==> config.mk <==
export PLATFORM = sky130hd
export DESIGN_NAME = sonet_rx_framer
export DESIGN_NICKNAME = d
export VERILOG_FILES = /design/src/rtl/sonet_rx_pkg.sv /design/src/rtl/sonet_rx_align.sv /design/src/rtl/sonet_rx_descr.sv /design/src/rtl/sonet_rx_bip.sv /design/src/rtl/sonet_rx_framer.sv
export SDC_FILE = /design/constraint.sdc
export NUM_CORES = 1
export LEC_CHECK = 0
export CORE_ASPECT_RATIO = 1.75
export CORE_MARGIN = 8
export CORE_UTILIZATION = 29
export DETAILED_ROUTE_END_ITERATION = 10
export SLEW_MARGIN = 20
export SYNTH_ARGS = -nofsm -noshare
export SYNTH_HDL_FRONTEND = slang
export SYNTH_SLANG_ARGS = --single-unit
==> constraint.sdc <==
create_clock -name clk -period 16.8 [get_ports clk]
set_input_delay 2.52 -clock clk [delete_from_list [all_inputs] [get_ports clk]]
set_output_delay 2.52 -clock clk [all_outputs]
set_load 0.02 [all_outputs]
==> src/rtl/sonet_rx_pkg.sv <==
package sonet_rx_pkg;
  localparam logic [7:0] A1_BYTE = 8'hF6;
  localparam logic [7:0] A2_BYTE = 8'h28;
  localparam int         J0_COL  = 2;
  localparam int         OOF_BAD = 4;

  typedef enum logic [1:0] {ST_HUNT, ST_PRESYNC, ST_SYNC} frm_state_e;

  function automatic logic [3:0] ones8(input logic [7:0] v);
    logic [3:0] n;
    n = '0;
    for (int i = 0; i < 8; i++) n = n + {3'b000, v[i]};
    return n;
  endfunction
endpackage

==> src/rtl/sonet_rx_align.sv <==
module sonet_rx_align import sonet_rx_pkg::*; #(
  parameter int ROWS       = 9,
  parameter int COLS       = 90,
  parameter int LOF_FRAMES = 24
) (
  input  logic                      clk,
  input  logic                      rst,
  input  logic                      en,
  input  logic [7:0]                din,
  output frm_state_e                st,
  output logic [$clog2(ROWS)-1:0]   row,
  output logic [$clog2(COLS)-1:0]   col,
  output logic                      oof,
  output logic                      lof
);
  localparam int ROW_W     = $clog2(ROWS);
  localparam int COL_W     = $clog2(COLS);
  localparam int LOF_BYTES = LOF_FRAMES * ROWS * COLS;
  localparam int LOF_W     = $clog2(LOF_BYTES);
  localparam logic [1:0] BAD_LIM = 2'(OOF_BAD - 1);

  frm_state_e       st_nxt;
  logic             prev_a1, a1_seen, pat_ok, at_a1, at_a2;
  logic [1:0]       bad_cnt;
  logic [LOF_W-1:0] lof_cnt;

  assign at_a1  = (row == '0) && (col == '0);
  assign at_a2  = (row == '0) && (col == COL_W'(1));
  assign pat_ok = a1_seen && (din == A2_BYTE);
  assign oof    = (st != ST_SYNC);

  always_comb begin
    st_nxt = st;
    if (st == ST_HUNT) begin
      if (prev_a1 && din == A2_BYTE) st_nxt = ST_PRESYNC;
    end else if (at_a2) begin
      if (st == ST_PRESYNC)                  st_nxt = pat_ok ? ST_SYNC : ST_HUNT;
      else if (!pat_ok && bad_cnt == BAD_LIM) st_nxt = ST_HUNT;
    end
  end

  always_ff @(posedge clk) begin
    if (rst) begin
      st      <= ST_HUNT;
      prev_a1 <= 1'b0;
      a1_seen <= 1'b0;
      bad_cnt <= '0;
      row     <= '0;
      col     <= '0;
      lof_cnt <= '0;
      lof     <= 1'b0;
    end else if (en) begin
      st      <= st_nxt;
      prev_a1 <= (din == A1_BYTE);
      if (st == ST_HUNT) begin
        if (st_nxt == ST_PRESYNC) begin
          row <= '0;
          col <= COL_W'(J0_COL);
        end
      end else begin
        if (col == COL_W'(COLS - 1)) begin
          col <= '0;
          row <= (row == ROW_W'(ROWS - 1)) ? '0 : row + 1'b1;
        end else begin
          col <= col + 1'b1;
        end
        if (at_a1) a1_seen <= (din == A1_BYTE);
      end
      if (st == ST_SYNC && at_a2)
        bad_cnt <= (pat_ok || bad_cnt == BAD_LIM) ? '0 : bad_cnt + 1'b1;
      else if (st != ST_SYNC)
        bad_cnt <= '0;
      if (st_nxt == ST_SYNC) begin
        lof_cnt <= '0;
        lof     <= 1'b0;
      end else if (st != ST_SYNC) begin
        if (lof_cnt == LOF_W'(LOF_BYTES - 1)) lof <= 1'b1;
        else                                  lof_cnt <= lof_cnt + 1'b1;
      end
    end
  end

  // a hunt can never jump straight into frame
  p_no_direct_sync_r2: assert property (@(posedge clk) disable iff (rst)
    (st == ST_HUNT) |=> (st != ST_SYNC));
  // fewer than four errored patterns keep the frame
  p_oof_needs_four_r5: assert property (@(posedge clk) disable iff (rst)
    (st == ST_SYNC && bad_cnt != BAD_LIM) |=> (st == ST_SYNC));
  // loss of frame only while out of frame
  p_lof_implies_oof_r6: assert property (@(posedge clk) disable iff (rst)
    lof |-> oof);
endmodule

==> src/rtl/sonet_rx_descr.sv <==
module sonet_rx_descr import sonet_rx_pkg::*; #(
  parameter int ROWS = 9,
  parameter int COLS = 90
) (
  input  logic                    clk,
  input  logic                    rst,
  input  logic                    en,
  input  logic                    track,
  input  logic [$clog2(ROWS)-1:0] row,
  input  logic [$clog2(COLS)-1:0] col,
  input  logic [7:0]              din,
  output logic [7:0]              dbyte
);
  localparam int COL_W = $clog2(COLS);

  logic [6:0] lfsr, s, adv;
  logic [7:0] key;
  logic       clear_zone;

  always_comb begin
    s = lfsr;
    key = '0;
    for (int i = 7; i >= 0; i--) begin
      key[i] = s[6];
      s = {s[5:0], s[6] ^ s[5]};
    end
    adv = s;
  end

  assign clear_zone = (row == '0) && (col <= COL_W'(J0_COL));
  assign dbyte      = clear_zone ? din : (din ^ key);

  always_ff @(posedge clk) begin
    if (rst)                                             lfsr <= '1;
    else if (en && row == '0 && col == COL_W'(J0_COL))   lfsr <= '1;
    else if (en)                                         lfsr <= adv;
  end

  // first scrambled byte of a frame uses key 0xFE
  p_seed_key_r4: assert property (@(posedge clk) disable iff (rst)
    (en && track && row == '0 && col == COL_W'(J0_COL + 1)) |-> (key == 8'hFE));
endmodule

==> src/rtl/sonet_rx_bip.sv <==
module sonet_rx_bip import sonet_rx_pkg::*; #(
  parameter int ROWS  = 9,
  parameter int COLS  = 90,
  parameter int CNT_W = 16
) (
  input  logic                    clk,
  input  logic                    rst,
  input  logic                    en,
  input  logic                    track,
  input  logic                    sync,
  input  logic [$clog2(ROWS)-1:0] row,
  input  logic [$clog2(COLS)-1:0] col,
  input  logic [7:0]              raw,
  input  logic [7:0]              dbyte,
  input  logic                    clr,
  output logic [CNT_W-1:0]        cnt
);
  localparam int ROW_W = $clog2(ROWS);
  localparam logic [CNT_W-1:0] CNT_MAX = '1;

  logic [7:0]     acc, prev_bip;
  logic           acc_full, bip_ok, at_b1;
  logic [3:0]     errs;
  logic [CNT_W:0] sum;

  assign at_b1 = en && sync && bip_ok && (row == ROW_W'(1)) && (col == '0);
  assign errs  = ones8(dbyte ^ prev_bip);
  assign sum   = {1'b0, cnt} + (CNT_W + 1)'(errs);

  always_ff @(posedge clk) begin
    if (rst) begin
      acc      <= '0;
      prev_bip <= '0;
      acc_full <= 1'b0;
      bip_ok   <= 1'b0;
    end else if (en) begin
      if (!track) begin
        acc_full <= 1'b0;
        bip_ok   <= 1'b0;
      end else if (row == '0 && col == '0) begin
        prev_bip <= acc;
        acc      <= raw;
        acc_full <= 1'b1;
        bip_ok   <= acc_full;
      end else begin
        acc <= acc ^ raw;
      end
    end
  end

  always_ff @(posedge clk) begin
    if (rst || clr)   cnt <= '0;
    else if (at_b1)   cnt <= sum[CNT_W] ? CNT_MAX : sum[CNT_W-1:0];
  end

  // clear wins and zeroes the count
  p_clear_r8: assert property (@(posedge clk) disable iff (rst)
    clr |=> (cnt == '0));
  // a full counter stays full
  p_saturate_r8: assert property (@(posedge clk) disable iff (rst)
    (cnt == CNT_MAX && !clr) |=> (cnt == CNT_MAX));
  // count moves only at the parity byte of an in-frame frame
  p_b1_only_r7: assert property (@(posedge clk) disable iff (rst)
    (!at_b1 && !clr) |=> $stable(cnt));
endmodule

==> src/rtl/sonet_rx_framer.sv <==
module sonet_rx_framer import sonet_rx_pkg::*; #(
  parameter int ROWS       = 9,
  parameter int COLS       = 90,
  parameter int LOF_FRAMES = 24,
  parameter int CNT_W      = 16
) (
  input  logic                    clk,
  input  logic                    rst,
  input  logic                    din_valid,
  input  logic [7:0]              din,
  input  logic [7:0]              cfg_j0_expect,
  input  logic                    b1_cnt_clr,
  output logic                    dout_valid,
  output logic [7:0]              dout,
  output logic [$clog2(ROWS)-1:0] dout_row,
  output logic [$clog2(COLS)-1:0] dout_col,
  output logic                    dout_sof,
  output logic                    oof,
  output logic                    lof,
  output logic                    j0_mismatch,
  output logic [CNT_W-1:0]        b1_err_cnt
);
  localparam int ROW_W = $clog2(ROWS);
  localparam int COL_W = $clog2(COLS);

  frm_state_e       st;
  logic [ROW_W-1:0] row;
  logic [COL_W-1:0] col;
  logic [7:0]       dbyte;
  logic [1:0]       j0_cnt;
  logic             track, sync, at_j0;

  assign track = (st != ST_HUNT);
  assign sync  = (st == ST_SYNC);
  assign at_j0 = din_valid && sync && (row == '0) && (col == COL_W'(J0_COL));

  sonet_rx_align #(.ROWS(ROWS), .COLS(COLS), .LOF_FRAMES(LOF_FRAMES)) u_align (
    .clk(clk), .rst(rst), .en(din_valid), .din(din),
    .st(st), .row(row), .col(col), .oof(oof), .lof(lof));

  sonet_rx_descr #(.ROWS(ROWS), .COLS(COLS)) u_descr (
    .clk(clk), .rst(rst), .en(din_valid), .track(track),
    .row(row), .col(col), .din(din), .dbyte(dbyte));

  sonet_rx_bip #(.ROWS(ROWS), .COLS(COLS), .CNT_W(CNT_W)) u_bip (
    .clk(clk), .rst(rst), .en(din_valid), .track(track), .sync(sync),
    .row(row), .col(col), .raw(din), .dbyte(dbyte),
    .clr(b1_cnt_clr), .cnt(b1_err_cnt));

  always_ff @(posedge clk) begin
    if (rst) begin
      j0_cnt      <= '0;
      j0_mismatch <= 1'b0;
    end else if (at_j0) begin
      if (din != cfg_j0_expect) begin
        if (j0_cnt == 2'd2) j0_mismatch <= 1'b1;
        else                j0_cnt      <= j0_cnt + 1'b1;
      end else begin
        j0_cnt      <= '0;
        j0_mismatch <= 1'b0;
      end
    end
  end

  always_ff @(posedge clk) begin
    if (rst) begin
      dout_valid <= 1'b0;
      dout       <= '0;
      dout_row   <= '0;
      dout_col   <= '0;
      dout_sof   <= 1'b0;
    end else begin
      dout_valid <= din_valid && sync;
      dout       <= dbyte;
      dout_row   <= row;
      dout_col   <= col;
      dout_sof   <= din_valid && sync && (row == '0) && (col == '0);
    end
  end

  // a matching trace byte clears the flag
  p_j0_clear_r9: assert property (@(posedge clk) disable iff (rst)
    (at_j0 && din == cfg_j0_expect) |=> !j0_mismatch);
  // flag rises only on the third consecutive miss
  p_j0_third_r9: assert property (@(posedge clk) disable iff (rst)
    $rose(j0_mismatch) |-> ($past(j0_cnt) == 2'd2));
  // output bytes only from in-frame input
  p_out_in_frame_r4: assert property (@(posedge clk) disable iff (rst)
    dout_valid |-> !$past(oof));
endmodule

* Word level (Yosys, flattened, before mapping) *
Cells that the tools add are included.

word-level totals
  register bits after elaboration = 98
  input port bits = 20
  output and inout bits = 40
  word-level logic and storage cells = 140

cells by class
  add/subtract/negate cells = 13
  order comparisons = 1
  eq/ne operators = 21
  multiplexer cells = 33
  bitwise operators = 12
  reductions and logical operators = 39

operators by type and width
  operator                                                         count
  15-bit two-way mux                                               3
  4-bit by 1-bit adder with 4-bit output                           6
  8-bit XOR                                                        3
  2-bit two-way mux                                                11
  7-bit two-way mux                                                3
  16-bit by 4-bit adder with 17-bit output                         1
  1-bit logical AND                                                16
  16-bit two-way mux                                               1
  4-bit two-way mux                                                4
  8-bit two-way mux                                                2
  15-bit by 1-bit adder with 15-bit output, second input constant  1
  15-bit == test, second input constant                            1
  3-bit AND reduction                                              5
  2-bit AND reduction                                              6
  2-bit nonzero test                                               5
  1-bit two-way mux                                                9
  2-bit == test, second input constant                             4
  8-bit by 6-bit == test with 1-bit output, second input constant  1
  8-bit == test, second input constant                             1
  2-bit != test, second input constant                             4
  8-bit != test                                                    1
  1-bit XOR                                                        8
  7-bit by 1-bit adder with 7-bit output, second input constant    1
  7-bit by 1-bit == test with 1-bit output, second input constant  1
  17 further kinds                                                 21

* Longest topological paths before layout *
  depth after elaboration = 13
  mapped depth = 21
  depth with buffers taken out = 21

* By module *
From an unflattened synthesis, not the netlist that was laid out.

unflattened totals
  cell total of the unflattened synthesis = 590
  area total of the unflattened synthesis = 5308.8 um2

modules (own cells, without submodules)
  module           times used  cells each  area an instance (um2)
  sonet_rx_align   1           238         2003.2
  sonet_rx_bip     1           213         1914.3
  sonet_rx_framer  1           80          868.3
  sonet_rx_descr   1           59          523.0

* Worst setup path after synthesis *
No wires, ideal clock.

  kind = input-to-reg
  start = in din[0]
  end = reg u_bip.cnt[10]
  setup time = 132 ps
  data arrival time = 6576 ps
  required time = 16668 ps
  slack = 10092 ps
  stages on the path = 14
  path buffers = 0
  cells stage by stage = xor2_1 -> xnor2_1 -> ha_1 -> fa_1 -> inv_1 -> fa_1 -> fa_1 -> fa_1 -> fa_1 -> nor2b_1 -> o21ai_0 -> a2111oi_0 -> xnor2_1 -> a21oi_1

between the ends
  longest elaborated chain between the ends = 12

RTL lines
  element                                                 RTL line               source
  from (decl)                                             sonet_rx_framer.sv:10  input logic [7:0] din,
  8-bit XOR                                               sonet_rx_descr.sv:31   assign dbyte = clear_zone ? din : (din ^ key);
  8-bit two-way mux *                                     sonet_rx_descr.sv:31
  8-bit XOR *                                             sonet_rx_bip.sv:27     assign errs = ones8(dbyte ^ prev_bip);
  1-bit by 1-bit adder with 2-bit output *                sonet_rx_pkg.sv:12     for (int i = 0; i < 8; i++) n = n + {3'b000, v[i]};
  4-bit by 1-bit adder with 4-bit output * (6 in series)  sonet_rx_pkg.sv:12
  16-bit by 4-bit adder with 17-bit output *              sonet_rx_bip.sv:28     assign sum = {1'b0, cnt} + (CNT_W + 1)'(errs);
  16-bit two-way mux *                                    sonet_rx_bip.sv:53     else if (at_b1) cnt <= sum[CNT_W] ? CNT_MAX : sum[CNT_W-1:0];
  to (signal assigned)                                    sonet_rx_bip.sv:53
  to (decl)                                               sonet_rx_bip.sv:16     output logic [CNT_W-1:0] cnt

Every way passes the cells marked *; elsewhere a longest branch is shown, timed or not.
A chain may end at the register's enable or synchronous reset.

* Worst setup path after layout *
Same ends and word-level chain as after synthesis.

==> results_dict.tcl <==
set metrics [dict create \
    intPower_mw 0.390 \
    drive_gt1_share_pct 5.19 \
    crit_path_end_kind "flip-flop" \
    required_ps 17020 \
    insertion_delay_ps 340 \
    met2_usage_pct 23.1 \
    cts_buffers 9 \
    p_leak_nw 2.00 \
    fp.coreArea_sq_um 16900 \
    finalNonFillerCells 844 \
    path_buf_inv 2 \
    power_density_nw_per_um2 83.6 \
    worst_ir_drop_vdd_uv 45.2 \
    slew_headroom_pct 27.1 \
    port_buffers 59 \
    numClockSinks 98 \
    met3_usage_pct 2.26 \
    n_fill_cell 1757 \
    hold_violations 0 \
    avgViaCountPerCell 5.15 \
    area_delta_synth_final_pct 22.1 \
    fin_area_sq_um 6070 \
    post-place-ws_ps 9110 \
    syn_area_sq_um 4970 \
    regArea_sq_um 1960 \
    postCtsSetupRepairBufs 0 \
    path_delay_family "adder cells" \
    grt_util_all_layers_pct 12.4 \
    syn_inst 567 \
    p_sw_share_pct 23.1 \
    outcome "completed" \
    cts_tree "done" \
    use_met1_pct 12.4 \
    grt-busiest-layer "met2" \
    cts_hold_buf 0 \
    via_count 4350 \
    synth.yosys.seq_area_share_pct 39.5 \
    ys_types 59 \
    detail-route-antenna-nets 0 \
    pin_count 60 \
    start_kind "primary input" \
    p_seq_share_pct 47.2 \
    critPathMostFrequentCell "fa_1" \
    fin_util_pct 36.0 \
    clkPwrFrac_pct 43.9 \
    cts_resized 0 \
    cts_htree_levels 3 \
    drtIter0Drc 205 \
    dp_cells 829 \
    synth_top_area_cell "dfxtp_1" \
    die_w_um 115 \
    grt_max_degree 61 \
    synth-seq-cells 98 \
    wire_per_inst_um 15.5 \
    cp_max_fo 6 \
    path_cells "clkdlybuf4s50_1 -> xor2_1 -> xnor2_1 -> ha_1 -> fa_1 -> inv_1 -> fa_1 -> fa_1 -> fa_1 -> fa_1 -> nor2b_1 -> o21ai_0 -> a2111oi_0 -> xnor2_1 -> a21oi_1" \
    antenna_found_initial 0 \
    wirelength_um 13100 \
    globalRouteOverflowTotal 0 \
    final-setup-viol-count 0 \
    synth_area_leaders "dfxtp_1, xnor2_1, nor2_1" \
    place_congestion 0.830 \
    initial_core_util_pct 29.5 \
    period_share_pct 43.9 \
    die_area_sq_um 21800 \
    p_comb_share_pct 8.9 \
    die_h_um 189 \
    setup_tns_ps 0 \
    diodes 0 \
    grt_pass1_wl_um 21700 \
    path_clk_slew_ps 70 \
    slowest_stage "a2111oi_0" \
    worst_pin_slew_ps 1090 \
    dr.pass1.iters 5 \
    path_class "in2reg" \
    cts-root-buf "clkbuf_16" \
    nets 655 \
    arrival_ps 7600 \
    rows 63 \
    hold_path.class "reg2reg" \
    drv_slew 0 \
    max_clock_freq_mhz 136 \
    dpl_cell_area_sq_um 5750 \
    clockBufferDepth 2 \
    yosysWarnings 0 \
    avgSynthCellArea_sq_um 8.77 \
    async_reset_ff_share_pct 0 \
    cpPeakStageDelay_ps 630 \
    hpwl_um 9850 \
    multiInputGateArea_sq_um 2820 \
    synth_fp_nets 609 \
    min_period_ps 7380 \
    synth-edff-count 0 \
    drc_errors 0 \
    yosysTopAreaCellShare_pct 39.5 \
    switchingPower_mw 0.117 \
    cap_violations 0 \
    finClkSkew_ps 8.51 \
    grt_pass1_vias 4435 \
    rsz0062_at_grt "no" \
    ys.flop_type "dfxtp_1" \
    fin_ws_ps 9420 \
]
state kept, by name, summed over array words and instances (netlist names), 4 cells and up:
name,flops
dout,8
dout_col,7
dout_row,4
u_align.col,7
u_align.lof_cnt,15
u_align.row,4
u_bip.acc,8
u_bip.cnt,16
u_bip.prev_bip,8
u_descr.lfsr,7
cell usage after synthesis (3+ instances only):
cell and n:
ha_1 17, nor2b_1 12, or4_1 15, and3_1 5, a211oi_1 3, o21ai_0 24, xnor2_1 30, nand2_1 42
fa_1 5, nor2_1 59, nand3_1 16, or2_2 3, xor2_1 21, o31ai_1 12, nor3_1 13, a21oi_1 43
clkbuf_1 20, dfxtp_1 98, or3_1 3, nand4_1 11, a221oi_1 4, inv_1 22, buf_2 5, or4b_2 3
mux2i_1 10, nand4b_1 3, a31oi_1 5, nor4_1 6, a2111oi_0 3, a22oi_1 10, a311oi_1 3, nand2b_1 4
nor3b_1 3
layout by cell type, fill, tap and decap left out, types with 3 or more instances in the layout:
| cell type | n |
|---|---|
| o21ai_0 | 24 |
| nor4_1 | 6 |
| nand2_1 | 42 |
| a31oi_1 | 5 |
| a21oi_1 | 43 |
| xor2_1 | 21 |
| or2_2 | 3 |
| o31ai_1 | 12 |
| or4b_2 | 3 |
| nand4_1 | 11 |
| dfxtp_1 | 98 |
| nand3_1 | 16 |
| or4_1 | 15 |
| inv_1 | 22 |
| fa_1 | 5 |
| nand2b_1 | 4 |
| a311oi_1 | 3 |
| a221oi_1 | 4 |
| ha_1 | 17 |
| clkbuf_16 | 9 |
| or3_1 | 3 |
| nor3_1 | 13 |
| and3_1 | 5 |
| mux2i_1 | 10 |
| nor2b_1 | 12 |
| nor2_1 | 59 |
| a22oi_1 | 10 |
| clkdlybuf4s50_1 | 58 |
| nor3b_1 | 3 |
| xnor2_1 | 30 |
| nand4b_1 | 3 |
| a2111oi_0 | 3 |
| a211oi_1 | 3 |
worst register-to-register path, cell delays in order (launching register included):
cell and delay (ps):
dfxtp_1 370, inv_1 140, ha_1 200, nor4b_4 400, o211ai_1 400, nand2_1 180
xor2_1 230, xnor2_1 160, ha_1 270, fa_1 540, inv_1 60, fa_1 510
fa_1 470, fa_1 500, fa_1 450, nor2b_1 150, o21ai_0 220, a2111oi_0 630
xnor2_1 180, a21oi_1 80
area by class of cell:
class	instances	share of cell area [%]
repair buffers	61	9.89
well taps	227	4.68
clock inverters	4	1.26
flip-flops and latches	98	32.3
clock buffers	11	4.00
multi-input cells	421	46.5
inverters	22	1.36
logic make-up (layout without fill, tap and decap cells):
| family | after synthesis | after routing | synth area share (%) |
|---|---|---|---|
| AND/OR/NAND/NOR | 214 | 214 | 23.5 |
| AO/OA/AOI/OAI | 123 | 123 | 15.8 |
| flip-flops | 98 | 98 | 39.5 |
| XOR/XNOR | 51 | 51 | 8.98 |
| buffers and inverters | 48 | 98 | 3.75 |
| adder cells (fa/ha/maj) | 22 | 22 | 6.29 |
| multiplexers | 11 | 11 | 2.24 |
power by group through the flow:
stage,sequential [mW],combinational (mW),clock [mW]
global route,0.240,0.0512,0.238
finish,0.239,0.0454,0.223
global placement,0.245,0.0437,0
detailed placement,0.245,0.0458,0
floorplan,0.245,0.0290,0
CTS,0.239,0.0460,0.228
routing by layer:
layer  part of all wire, %  wire length, um
met1                    38             5040
met2                    55             7150
met3                   3.7              488
met4                   3.3              434
met5                     0                0
path summary, 6_finish.rpt:
path,startpoint,endpoint,slack [ps],cells past startpoint
worst min register to register,u_align.lof,u_align.lof,450,2
worst max-delay path,din[0],u_bip.cnt[10],9420,15
worst min-delay path,u_align.lof,u_align.lof,450,2
worst max register to register,u_align.row[0],u_bip.cnt[10],10550,19
per-stage QoR:
step | hold WS (ps) | total power [mW]
2_1_floorplan | 448 | 0.274
3_3_place_gp | 450 | 0.288
3_5_place_dp | 449 | 0.290
4_1_cts | 458 | 0.513
5_1_grt | 487 | 0.529
6_report | 450 | 0.508
Note: power is estimated with default switching activity, not from simulation.
